### config.mk
export PLATFORM = sky130hd
export DESIGN_NAME = usb_irq_status
export DESIGN_NICKNAME = d
export VERILOG_FILES = /design/src/rtl/usb_irq_pkg.sv /design/src/rtl/usb_irq_ctrl.sv /design/src/rtl/usb_irq_dpath.sv /design/src/rtl/usb_irq_status.sv
export SDC_FILE = /design/constraint.sdc
export NUM_CORES = 1
export LEC_CHECK = 0
export BUFFER_PORTS_ARGS = -buffer_cell sky130_fd_sc_hd__buf_4
export CORE_UTILIZATION = 30
export CTS_BUF_LIST = sky130_fd_sc_hd__clkbuf_4
export CTS_CLUSTER_SIZE = 12
export DETAILED_ROUTE_END_ITERATION = 8
export GPL_TIMING_DRIVEN = 0
export PLACE_DENSITY = 0.69
export RECOVER_POWER = 25
export SYNTH_ARGS = -nofsm -noshare
export SYNTH_HDL_FRONTEND = slang
export SYNTH_SLANG_ARGS = --single-unit
### constraint.sdc
create_clock -name clk -period 1.1 [get_ports clk]
set_clock_uncertainty 0.1 [all_clocks]
set_input_delay 0.11 -clock clk [delete_from_list [all_inputs] [get_ports clk]]
set_output_delay 0.11 -clock clk [all_outputs]
set_load 0.005 [all_outputs]
### src/rtl/usb_irq_pkg.sv
package usb_irq_pkg;
  localparam int REG_W = 8;

  // Bit positions within the status register
  localparam int BIT_CHAN_A = 0;
  localparam int BIT_CHAN_B = 1;
  localparam int BIT_FRAME  = 4;
  localparam int BIT_LINE   = 5;
  localparam int BIT_DEV    = 6;
  localparam int BIT_DPLUS  = 7;

  // Bits that hold a latched flag
  localparam logic [REG_W-1:0] LATCH_MASK = 8'b0111_0011;
  // Interrupt sources in each mode of bit 6
  localparam logic [REG_W-1:0] IRQ_SRC_RESUME   = 8'b0111_0011;
  localparam logic [REG_W-1:0] IRQ_SRC_PRESENCE = 8'b0011_0011;

  typedef struct packed {
    logic             setA;
    logic             setB;
    logic             setFrame;
    logic             setLine;
    logic             setResume;
    logic [REG_W-1:0] clrBits;
    logic             loadRd;
  } irqStrobes_t;
endpackage

### src/rtl/usb_irq_ctrl.sv
module usb_irq_ctrl
  import usb_irq_pkg::*;
#(
  parameter int SYNC_STAGES = 2
) (
  input  logic             clk,
  input  logic             rstN,
  input  logic             lineSe0,
  input  logic             dPlus,
  input  logic             evtChanA,
  input  logic             evtChanB,
  input  logic             evtFrame,
  input  logic             evtResume,
  input  logic             resumeMode,
  input  logic             wrEn,
  input  logic [REG_W-1:0] wrData,
  input  logic             rdEn,
  output irqStrobes_t      strobes,
  output logic             lineSync,
  output logic             dPlusSync
);
  logic [SYNC_STAGES-1:0] lineShift;
  logic [SYNC_STAGES-1:0] dShift;
  logic                   linePrev;

  // Line state resets to SE0 (nothing attached), so a device that is
  // already present when reset ends shows up as an insertion.
  always_ff @(posedge clk or negedge rstN) begin
    if (!rstN) begin
      lineShift <= '1;
      dShift    <= '0;
      linePrev  <= 1'b1;
    end else begin
      lineShift <= {lineShift[SYNC_STAGES-2:0], lineSe0};
      dShift    <= {dShift[SYNC_STAGES-2:0], dPlus};
      linePrev  <= lineShift[SYNC_STAGES-1];
    end
  end

  assign lineSync  = lineShift[SYNC_STAGES-1];
  assign dPlusSync = dShift[SYNC_STAGES-1];

  always_comb begin
    strobes.setA      = evtChanA;
    strobes.setB      = evtChanB;
    strobes.setFrame  = evtFrame;
    strobes.setLine   = lineSync ^ linePrev;
    strobes.setResume = evtResume & resumeMode;
    strobes.clrBits   = wrEn ? (wrData & LATCH_MASK) : '0;
    strobes.loadRd    = rdEn;
  end
endmodule

### src/rtl/usb_irq_dpath.sv
module usb_irq_dpath
  import usb_irq_pkg::*;
(
  input  logic             clk,
  input  logic             rstN,
  input  irqStrobes_t      strobes,
  input  logic             lineSync,
  input  logic             dPlusSync,
  input  logic             resumeMode,
  input  logic [REG_W-1:0] irqMask,
  output logic [REG_W-1:0] statusView,
  output logic [REG_W-1:0] rdData,
  output logic             irq
);
  logic [REG_W-1:0] flags;
  logic [REG_W-1:0] setVec;

  always_comb begin
    setVec             = '0;
    setVec[BIT_CHAN_A] = strobes.setA;
    setVec[BIT_CHAN_B] = strobes.setB;
    setVec[BIT_FRAME]  = strobes.setFrame;
    setVec[BIT_LINE]   = strobes.setLine;
    setVec[BIT_DEV]    = strobes.setResume;
  end

  // A set in the same cycle as a clear wins
  always_ff @(posedge clk or negedge rstN) begin
    if (!rstN) flags <= '0;
    else       flags <= ((flags & ~strobes.clrBits) | setVec) & LATCH_MASK;
  end

  always_comb begin
    statusView            = flags & LATCH_MASK;
    statusView[BIT_DEV]   = resumeMode ? flags[BIT_DEV] : lineSync;
    statusView[BIT_DPLUS] = dPlusSync;
  end

  always_ff @(posedge clk or negedge rstN) begin
    if (!rstN)               rdData <= '0;
    else if (strobes.loadRd) rdData <= statusView;
  end

  assign irq = |(flags & irqMask & (resumeMode ? IRQ_SRC_RESUME : IRQ_SRC_PRESENCE));
endmodule

### src/rtl/usb_irq_status.sv
module usb_irq_status
  import usb_irq_pkg::*;
#(
  parameter int SYNC_STAGES = 2
) (
  input  logic             clk,
  input  logic             rstN,
  input  logic             lineSe0,
  input  logic             dPlus,
  input  logic             evtChanA,
  input  logic             evtChanB,
  input  logic             evtFrame,
  input  logic             evtResume,
  input  logic             resumeMode,
  input  logic [REG_W-1:0] irqMask,
  input  logic             wrEn,
  input  logic [REG_W-1:0] wrData,
  input  logic             rdEn,
  output logic [REG_W-1:0] rdData,
  output logic             irq
);
  irqStrobes_t      strobes;
  logic             lineSync;
  logic             dPlusSync;
  logic [REG_W-1:0] statusView;

  usb_irq_ctrl #(.SYNC_STAGES(SYNC_STAGES)) i_ctrl (
    .clk(clk), .rstN(rstN), .lineSe0(lineSe0), .dPlus(dPlus),
    .evtChanA(evtChanA), .evtChanB(evtChanB), .evtFrame(evtFrame),
    .evtResume(evtResume), .resumeMode(resumeMode), .wrEn(wrEn),
    .wrData(wrData), .rdEn(rdEn), .strobes(strobes),
    .lineSync(lineSync), .dPlusSync(dPlusSync)
  );

  usb_irq_dpath i_dpath (
    .clk(clk), .rstN(rstN), .strobes(strobes), .lineSync(lineSync),
    .dPlusSync(dPlusSync), .resumeMode(resumeMode), .irqMask(irqMask),
    .statusView(statusView), .rdData(rdData), .irq(irq)
  );
endmodule

# [Word level (Yosys, flattened, before mapping)]
# Cells that the tools add are included.
[op_classes] muxes=3 reduce_logical=1 n_bitwise=7
[ops] op="$mux 7" count=2
[ops] op="$and 7x8->8" count=1
[ops] op="$and 8x7->8" count=1
[ops] op="$reduce_or 8->1" count=1
[ops] op="$and 7x7->7" count=1
[ops] op="$not 7->7" count=1
[ops] op="$or 7x7->7" count=1
[ops] op="$and 1x1->1" count=1
[ops] op="$mux 1" count=1
[ops] op="$xor 1x1->1" count=1
[totals] regBits=16 elab_cells=16

# [Longest topological paths before layout]
[logic_depth] depth_word=4 depth_mapped=3

# [By module]
# A second synthesis with hierarchy kept.
[hier_totals] hier_cells=63 area_unflattened_um2=750.7
[modules_own_cells] mod="usb_irq_dpath" cells_per_inst=43 n_inst=1 area_each_um2=519.2
[modules_own_cells] mod="usb_irq_ctrl" cells_per_inst=20 n_inst=1 area_each_um2=231.5

# [Worst setup path after synthesis]
# OpenSTA, ideal clock, no wires.
[synth_timing] kind="reg2reg" start="register i_ctrl.lineShift[1]" end="register i_dpath.flags[5]" arrival_time_ps=718 setup_time_ps=118 period_less_slack_ps=936 path_slack_ps=164 path_stages_with_launch=3 path_buffers=0 cell_sequence="dfstp_2 > xor2_1 > a21o_1"
[synth_via] elab_chain_cells=2
[synth_lines] element="start, declared" line="usb_irq_ctrl.sv:22" rtl="logic [SYNC_STAGES-1:0] lineShift;"
[synth_lines] element="start signal, assigned" line="usb_irq_ctrl.sv:34" rtl="lineShift <= {lineShift[SYNC_STAGES-2:0], lineSe0};"
[synth_lines] element="$xor 1x1->1" line="usb_irq_ctrl.sv:47" rtl="strobes.setLine = lineSync ^ linePrev;"
[synth_lines] element="$or 7x7->7" line="usb_irq_dpath.sv:30" rtl="else flags <= ((flags & ~strobes.clrBits) | setVec) & LATCH_MASK;"
[synth_lines] element="end signal, assigned" line="usb_irq_dpath.sv:30"
[synth_lines] element="end, declared" line="usb_irq_dpath.sv:15" rtl="logic [REG_W-1:0] flags;"
# Every way passes these cells.
# A chain may end at the register's enable or synchronous reset.

# [Worst setup path in the final report]
[layout_timing] start="register i_dpath.flags[0]" end="output port irq"
[layout_via] elab_chain_cells=3
[layout_lines] element="$and 7x8->8" line="usb_irq_dpath.sv:44" rtl="assign irq = |(flags & irqMask & (resumeMode ? IRQ_SRC_RESUME : IRQ_SRC_PRESENCE));"
[layout_lines] element="$and 8x7->8" line="usb_irq_dpath.sv:44"
[layout_lines] element="$reduce_or 8->1" line="usb_irq_dpath.sv:44"
[layout_lines] element="end, declared" line="usb_irq_status.sv:20" rtl="output logic irq"
# Every way passes these cells.

==> impl_metrics.toml <==
[synth]
yosysSeqAreaShare = 0.6525
synth_top_cell_by_area = "dfrtp_1"
netlist.area_leader.share = 0.5253
ys_ff_latch = 16
syn-cell-area_um2 = 619.3
yosysUniqueCellTypes = 15
synthCells = 43
synth.top_cells.by_area = "dfrtp_1, dfstp_2, mux2_4"
syn_avg_cell_area_um2 = 14.40
ys_warn_count = 0

[sta]
period_needed_ps = 1299
fin_setup_tns_ps = -199.4
hold_violations = 0
holdWs_ps = 10.08
layout_setup_ws_ps = -199.4
rsz0062_at_grt = "true"
slew_violations = 0
setup_violations = 1
max_freq_mhz = 769.6
min_period_over_period = 1.181

[global_routing]
grt_max_degree = 17
grt_pass1_wl_um = 2173
grt_use_total = 0.1476
overflow = 0
antenna_found_initial = 0
grt_pass1_vias = 498

[detailed_routing]
dr.first_iter.drc_count = 0
wl_per_cell_um = 12.11
first_pass_iters = 1
drc = 0
routed_wl_um = 1393
via_count = 498
viasPerCell = 4.330
drtAntennaViolNets = 0

[die]
coreArea_mm2 = 0.001942
num_rows = 16
io_pins = 36
dieArea_mm2 = 0.002250
die_x_um = 47.44
initial_core_util = 0.3189
die_h_um = 47.44

[setup_path]
path_cells = "a22oi_2 > nand3_1 > buf_4"
arrival_ps = 1090
end_kind = "output pin"
cp.required_ps = 890
critPathLaunchType = "flip-flop"
cp.buffers_inverters = 1
critPathKind = "reg2out"
slowest_delay_ps = 400
crit_family = "flip-flops"
crit_fanout = 2
slowest_stage = "dfrtp_1"

[pwr]
p_leak_nw = 0.4853
p_total_mw = 1.231
ir_worst_vdd_uv = 661.5
power.density_mw_per_mm2 = 1210

[worst_hold_path]
hp-class = "in2reg"

[clock_tree]
cts_made_buffers = 3
cts-htree-levels = 1
cts.clk_slew.worst_paths_ps = 90
insertion_delay_ps = 280
cts_buffer_depth = 2
tritoncts = "done"
cts_root_buffer = "clkbuf_4"
cts.sinks = 16

[layout]
finalInstanceArea_mm2 = 0.001017
finalNetCount = 116
final_cell_mix = "buf_4, dfrtp_1, dlygate4sd3_1"
multi_input_area_um2 = 202.7
regArea_um2 = 404.1
final_common_cell = "buf_4"
num-fill-cells = 189
num_antenna_cells = 0
drive_gt1_frac = 0.5341
synthToLayoutAreaGrowth_pct = 64.24

[placed_design]
placed_area_um2 = 852.1
port_buffers = 26
gp_congestion = 0.7162
dpl.hpwl_um = 924

[outcome]
status = "complete, but fails checks"
violations = "negative setup slack"

[run]
drv_cap = 0
==> path summary, 6_finish.rpt <==
check                      slack [ps]                   to           startpoint  cells past startpoint
max in group asynchronous         430      i_ctrl.linePrev                 rstN                      2
hold / removal                     10     i_dpath.flags[4]            wrData[4]                      3
setup reg to reg                   10    i_dpath.rdData[1]     i_dpath.flags[1]                      3
hold reg to reg                   260  i_ctrl.lineShift[1]  i_ctrl.lineShift[0]                      0
min in group asynchronous         160     i_dpath.flags[0]                 rstN                      2
setup / recovery                 -200                  irq     i_dpath.flags[0]                      3
==> flip-flops by register name, summed over array words and instances (netlist names) <==
signal            count
i_dpath.rdData        6
i_ctrl.linePrev       1
i_ctrl.lineShift      2
i_dpath.flags         5
i_ctrl.dShift         2
==> tightest hold or removal path: cells and delay by family <==
kind / cells / cell delay, ps
buffers and inverters: 1 / 110
AO/OA/AOI/OAI: 1 / 100
AND/OR/NAND/NOR: 1 / 50
==> layout make-up <==
type                    count  area share
clock inverters             1    0.003690
well taps                  27     0.03321
flip-flops and latches     16      0.3973
multi-input cells          25      0.1993
repair buffers             40      0.3186
plain buffers               3     0.02583
clock buffers               3     0.02214
==> metrics by stage <==
stage / util / instances / setup slack [ps]
CTS: 0.5193 / 114 / -209.7
detailed placement: 0.4388 / 97 / 44.77
global placement: 0.4388 / 97 / 50.95
global route: 0.5238 / 115 / -277.0
floorplan: - / 44 / 163.9
finish: 0.5238 / 115 / -199.4
==> synth_stat cells <==
library cell / number
buf_6: 1
dfstp_2: 3
nor2_1: 1
dfrtp_1: 13
nand2_1: 5
mux2i_1: 1
a22oi_1: 2
conb_1: 1
a21o_1: 4
a21oi_1: 1
mux2_4: 5
a22o_1: 1
buf_4: 2
nand3_1: 2
xor2_1: 1
==> logic make-up after synthesis <==
kind of cell	after synthesis	synth area share
other cells	1	0.006055
simple gates	8	0.05252
buf+inv	3	0.04242
mux	6	0.1374
flops	16	0.6525
compound gates	8	0.09494
xor+xnor	1	0.01414
==> metal layers <==
metal  wire (um)  share of wire  track usage  up-vias
met3          86          0.062      0.03774        0
met5           0              0            0        -
met2         717           0.51       0.2356       24
met1         588           0.42       0.1952      241
met4           0              0      0.05143        0
li1            -              -            -      233
==> repair_timing <==
| action | CTS | global route |
|---|---|---|
| pin swaps | 0 | 1 |
| setup endpoints to repair | 1 | 1 |
| setup buffers | 4 | 1 |
| hold endpoints to repair | 23 | 0 |
| hold buffers | 9 | 0 |
| gates cloned | 0 | 0 |
| resized for setup | 2 | 1 |
==> power breakdown <==
group	switching (mW)	leakage (nW)	internal [mW]	total [mW]
Clock	0.177	0.0154	0.131	0.309
Combinational	0.0798	0.301	0.171	0.251
Sequential	0.0307	0.169	0.641	0.672
Total	0.288	0.485	0.944	1.23
Power figures use the tool's default switching activity.
